## config.mk

```make
export PLATFORM = sky130hd
export DESIGN_NAME = pcu_top
export DESIGN_NICKNAME = d
export VERILOG_FILES = /design/src/rtl/pcu_pkg.sv /design/src/rtl/pcu_decode.sv /design/src/rtl/pcu_target.sv /design/src/rtl/pcu_top.sv
export SDC_FILE = /design/constraint.sdc
export NUM_CORES = 1
export LEC_CHECK = 0
export ABC_CLOCK_PERIOD_IN_PS = 2610
export BUFFER_PORTS_ARGS = -buffer_cell sky130_fd_sc_hd__buf_2
export CAP_MARGIN = 20
export CELL_PAD_IN_SITES_DETAIL_PLACEMENT = 1
export CELL_PAD_IN_SITES_GLOBAL_PLACEMENT = 1
export CORE_MARGIN = 2
export CORE_UTILIZATION = 32
export CTS_CLUSTER_DIAMETER = 150
export DETAILED_ROUTE_END_ITERATION = 12
export PLACE_DENSITY_LB_ADDON = 0.1
export SYNTH_ARGS = -nofsm -noshare
export SYNTH_HDL_FRONTEND = slang
export SYNTH_SLANG_ARGS = --single-unit
```

## constraint.sdc

```tcl
create_clock -name clk -period 2.61 [get_ports clk]
set_input_delay 0.3915 -clock clk [delete_from_list [all_inputs] [get_ports clk]]
set_output_delay 0.3915 -clock clk [all_outputs]
set_load 0.05 [all_outputs]
```

## src/rtl/pcu_pkg.sv

```systemverilog
package pcu_pkg;

    parameter int unsigned ADDR_W = 15;
    parameter int unsigned INST_W = 16;
    parameter int unsigned REL_W  = 11;

    typedef enum logic [3:0] {
        K_SEQ, K_JAL, K_BR, K_BZ, K_BNZ, K_RET, K_RETI,
        K_RC, K_RZ, K_CALLX, K_JMPX
    } flow_e;

    typedef enum logic [2:0] {
        SRC_SEQ, SRC_ABS, SRC_REL, SRC_RA, SRC_IX
    } src_e;

    typedef struct packed {
        flow_e kind;
        src_e  src;
        logic  taken;
        logic  link;
    } flow_t;

    // Classify a 16-bit instruction word by its control-flow prefix.
    function automatic flow_e classify(input logic [15:0] w);
        flow_e k;
        k = K_SEQ;
        if (!w[15]) begin
            k = K_JAL;
        end else begin
            case (w[14:12])
                3'b011: k = w[11] ? K_BZ : K_BR;
                3'b010: k = w[11] ? K_BNZ : K_SEQ;
                3'b000: begin
                    if (w[11:10] == 2'b11) begin
                        k = K_RETI;
                    end else if (w[11:8] == 4'b1010) begin
                        if (!w[7])                k = K_RET;
                        else if (w[6:5] == 2'b00) k = K_CALLX;
                        else if (w[6:5] == 2'b01) k = K_JMPX;
                        else                      k = K_SEQ;
                    end else if (w[11:8] == 4'b1011) begin
                        k = w[7] ? K_RZ : K_RC;
                    end
                end
                default: k = K_SEQ;
            endcase
        end
        return k;
    endfunction

endpackage

```

## src/rtl/pcu_decode.sv

```systemverilog
module pcu_decode
    import pcu_pkg::*;
#(
    parameter int unsigned INST_W = pcu_pkg::INST_W
) (
    input  logic [INST_W-1:0] inst,
    input  logic              zf,
    input  logic              cf,
    output flow_t             flow
);
    flow_e kind;
    logic  cond_ok;

    always_comb begin
        kind = classify(inst[15:0]);
        case (kind)
            K_BZ, K_RZ: cond_ok = zf;
            K_BNZ:      cond_ok = !zf;
            K_RC:       cond_ok = cf;
            K_SEQ:      cond_ok = 1'b0;
            default:    cond_ok = 1'b1;
        endcase
    end

    always_comb begin
        flow.kind  = kind;
        flow.taken = cond_ok;
        flow.link  = (kind == K_JAL) || (kind == K_CALLX);
        if (!cond_ok) begin
            flow.src = SRC_SEQ;
        end else begin
            case (kind)
                K_JAL:                  flow.src = SRC_ABS;
                K_BR, K_BZ, K_BNZ:      flow.src = SRC_REL;
                K_RET, K_RETI, K_RC, K_RZ: flow.src = SRC_RA;
                K_CALLX, K_JMPX:        flow.src = SRC_IX;
                default:                flow.src = SRC_SEQ;
            endcase
        end
    end
endmodule

```

## src/rtl/pcu_target.sv

```systemverilog
module pcu_target
    import pcu_pkg::*;
#(
    parameter int unsigned ADDR_W = pcu_pkg::ADDR_W,
    parameter int unsigned INST_W = pcu_pkg::INST_W,
    parameter int unsigned REL_W  = pcu_pkg::REL_W
) (
    input  logic [ADDR_W-1:0] pc,
    input  logic [INST_W-1:0] inst,
    input  logic [ADDR_W-1:0] ra,
    input  logic [ADDR_W-1:0] ix,
    input  src_e              src,
    output logic [ADDR_W-1:0] target,
    output logic [ADDR_W-1:0] seq_pc
);
    localparam int unsigned EXT_W = ADDR_W - REL_W;

    logic [ADDR_W-1:0] rel_off;
    logic [ADDR_W-1:0] rel_pc;

    generate
        if (EXT_W > 0) begin : g_sext
            assign rel_off = {{EXT_W{inst[REL_W-1]}}, inst[REL_W-1:0]};
        end else begin : g_trunc
            assign rel_off = inst[ADDR_W-1:0];
        end
    endgenerate

    assign seq_pc = pc + ADDR_W'(1);
    assign rel_pc = pc + rel_off;

    always_comb begin
        case (src)
            SRC_ABS: target = inst[ADDR_W-1:0];
            SRC_REL: target = rel_pc;
            SRC_RA:  target = ra;
            SRC_IX:  target = ix;
            default: target = seq_pc;
        endcase
    end
endmodule

```

## src/rtl/pcu_top.sv

```systemverilog
module pcu_top
    import pcu_pkg::*;
#(
    parameter int unsigned ADDR_W = pcu_pkg::ADDR_W,
    parameter int unsigned INST_W = pcu_pkg::INST_W,
    parameter int unsigned REL_W  = pcu_pkg::REL_W
) (
    input  logic              clk,
    input  logic              rst,
    input  logic [ADDR_W-1:0] pc,
    input  logic [INST_W-1:0] inst,
    input  logic              zf,
    input  logic              cf,
    input  logic [ADDR_W-1:0] ra,
    input  logic [ADDR_W-1:0] ix,
    output logic [ADDR_W-1:0] next_pc,
    output logic              taken,
    output logic              ra_we,
    output logic [ADDR_W-1:0] ra_val
);
    flow_t             flow;
    logic [ADDR_W-1:0] target;
    logic [ADDR_W-1:0] seq_pc;

    pcu_decode #(.INST_W(INST_W)) u_dec (
        .inst (inst),
        .zf   (zf),
        .cf   (cf),
        .flow (flow)
    );

    pcu_target #(.ADDR_W(ADDR_W), .INST_W(INST_W), .REL_W(REL_W)) u_tgt (
        .pc     (pc),
        .inst   (inst),
        .ra     (ra),
        .ix     (ix),
        .src    (flow.src),
        .target (target),
        .seq_pc (seq_pc)
    );

    always_ff @(posedge clk) begin
        if (rst) begin
            next_pc <= '0;
            taken   <= 1'b0;
            ra_we   <= 1'b0;
            ra_val  <= '0;
        end else begin
            next_pc <= target;
            taken   <= flow.taken;
            ra_we   <= flow.link;
            ra_val  <= flow.link ? seq_pc : '0;
        end
    end
endmodule

```

==> summary.txt <==
Synth
  • Register area share after synthesis: 25.4%
  • Syn nets: 375
  • Synth Cell Area: 0.00252 sq mm
  • Yosys Warn Count: 0
  • Ys flop type: dfxtp_1
  • Area share of the largest cell type after synthesis: 25.4%
  • Gate count after technology mapping: 291
  • Synthesized flop and latch total: 32
  • Post-Syn Area per Cell: 8.67 sq um
  • Distinct cell type count after synthesis: 51
  • Ys async rst share: 0%
  • Synth top area cells: dfxtp_1, ha_1, mux2_2
  • Synth area leader: dfxtp_1
  • Number of synthesized flops with an enable pin: 0

Route
  • DRT iter0 DRCs: 121
  • Vias per cell: 5.21
  • Post-detailed-routing wire length: 9490 um
  • Via Count: 2,839
  • Drt first pass iters: 5
  • DRC viols: 0
  • Final ANT Viol Nets: 0
  • Post-DR wirelength/cell: 17.4 um

Layout
  • Layout cells sized above 1: 47.0%
  • Nets: 526
  • Number of diodes: 0
  • Commonest non-fill, non-tap cell in the layout: buf_2
  • Fillers: 988
  • Cell Count, Final, Fillers Out: 545
  • Area growth syn-to-layout: 51.5%
  • Highest-count cells in the layout ignoring fill and taps: buf_2, buf_4, dfxtp_1, nor2_1, nand3_1

Clock tree
  • Sinks on Clock Net: 32
  • Clock buffer depth: 2
  • H-tree level count: 2
  • Clock slew at reported path FFs: 0.07 ns
  • Clk root buf: clkbuf_8
  • CTS buffer count: 5
  • TritonCTS clock tree: yes

Global route
  • Largest net degree at the start of global routing: 19
  • First-pass GRT wire length: 14,300 um
  • Vias in the first global route: 2,756
  • Initial antenna violation count: 0
  • Aggregate global-route resource usage: 21.0%
  • Overflow after GRT: 0

STA
  • Final period util: 101%
  • Slew @ Worst Pin: 0.424 ns
  • Fin. max-slew vios: 0
  • Fmax: 0.380 GHz
  • RSZ-0062 raised after global routing: true
  • Slack of the critical path: -0.0215 ns
  • Final setup vio count: 3
  • Max transition margin: 71.5%
  • Final Hold Viols: 0
  • Minimum clock period: 2.63 ns
  • Worst hold slack: 0.351 ns

Setup path
  • Crit end category: flip-flop
  • Critical Path AT: 2.80 ns
  • Startpoint Class: primary input
  • CP Data Required Time: 2.78 ns
  • Critical path type: in -> reg
  • Critical path peak fanout: 5

Floorplan
  • # IOs: 97
  • Die X-Extent: 92.8 um
  • Core box area: 0.00769 sq mm
  • Die Area: 0.00861 sq mm
  • Starting Density: 32.8%
  • Die Height: 92.8 um
  • FP Rows: 32

Flow run
  • Max cap viols: 0

Placed design
  • Dpl cells: 531
  • I/O Buffers: 96
  • Pre-CTS WS: -0.496 ns
  • Post-detail-place hpwl: 7750 um
  • Global placement routability congestion: 0.827

Run status
  • Failing checks: negative setup slack
  • Run status: complete, but fails checks

Pwr
  • Pleak: 1.74 nW
  • Max VDD drop: 184 uV
  • Pwr/cell area: 456 mW/mm^2
  • Power, Total: 1.74 mW

Min path
  • Min-Delay Path Class: in -> reg
## metrics by stage
step	cell area (sq um)	util (%)	TNS, ns
2_1_floorplan	2520	-	0
3_3_place_gp	3490	45.4	-3.98
5_1_grt	3820	49.7	-0.625
4_1_cts	3630	47.2	0
6_report	3820	49.7	-0.0473
3_5_place_dp	3490	45.4	-5.61
## timing repair
| action | in CTS | in global routing |
|---|---|---|
| endpoints found under the setup margin | 12 | 15 |
| gates cloned | 0 | 1 |
| hold buffers | 0 | 0 |
| gates resized for setup | 6 | 30 |
| buffers inserted | 0 | 6 |
| pin swaps | 7 | 24 |
## routing by layer
| metal | vias up | track usage (%) | wire [um] |
|---|---|---|---|
| met5 | - | 0 | 0 |
| met4 | 0 | 4.78 | 99 |
| met3 | 9 | 2.77 | 477 |
| met2 | 91 | 34.2 | 4480 |
| met1 | 1347 | 29.6 | 4430 |
| li1 | 1392 | - | - |
## flip-flops by register name, indices dropped and copies added, names as in the netlist
signal / count
next_pc: 15
ra_val: 15
ra_we: 1
taken: 1
## Yosys cell counts (5+ instances only)
cell type   n
ha_1       18
a22oi_1     8
xor2_1     13
dfxtp_1    32
nor3_1      9
and3_1      7
a211oi_1    6
xnor2_1    13
a21oi_1     9
nor2b_1     8
inv_1       8
nor2_1     26
nand2_1    14
mux2_2     13
and2_1      5
a31oi_1    13
nand3_1    19
a21o_1      5
## power breakdown
group	internal [mW]	total (mW)	leakage, nW	switching [mW]
Sequential	0.528	0.539	0.265	0.0117
Clock	0.282	0.471	0.0541	0.188
Combinational	0.301	0.734	1.43	0.433
## worst max-delay path, cell delays in order
cell,delay (ns)
buf_2,0.12
and2b_1,0.15
a31oi_1,0.16
o22a_2,0.25
ha_4,0.19
buf_6,0.10
inv_1,0.03
or2_1,0.22
a221oi_2,0.35
and3_4,0.28
buf_4,0.13
a2bb2oi_1,0.07
a221oi_2,0.35
## kinds of logic (layout without fill, tap and decap cells)
kind of cell    Yosys count  in the layout  share of synthesized area (%)
simple gates            107            108                           23.2
compound gates           76             76                           23.4
flops                    32             32                           25.4
xor+xnor                 26             26                           9.03
fa+ha+maj                19             19                           9.72
buf+inv                  18            169                           3.47
mux                      13             13                           5.80
## worst paths after layout
kind                  startpoint         end  slack [ns]  cells after the start
worst min-delay path       ix[1]  next_pc[1]        0.35                      3
worst max-delay path     inst[8]  next_pc[9]       -0.02                     13
## final cells by class
cell class | instances | area [sq um] | area share, %
clock buffers | 5 | 68.8 | 1.80
well taps | 102 | 128 | 3.34
flip-flops and latches | 32 | 641 | 16.8
clock inverters | 3 | 42.5 | 1.11
multi-input cells | 242 | 1950 | 51.0
inverters | 8 | 30.0 | 0.786
repair buffers | 153 | 961 | 25.1
Power figures use the tool's default switching activity.
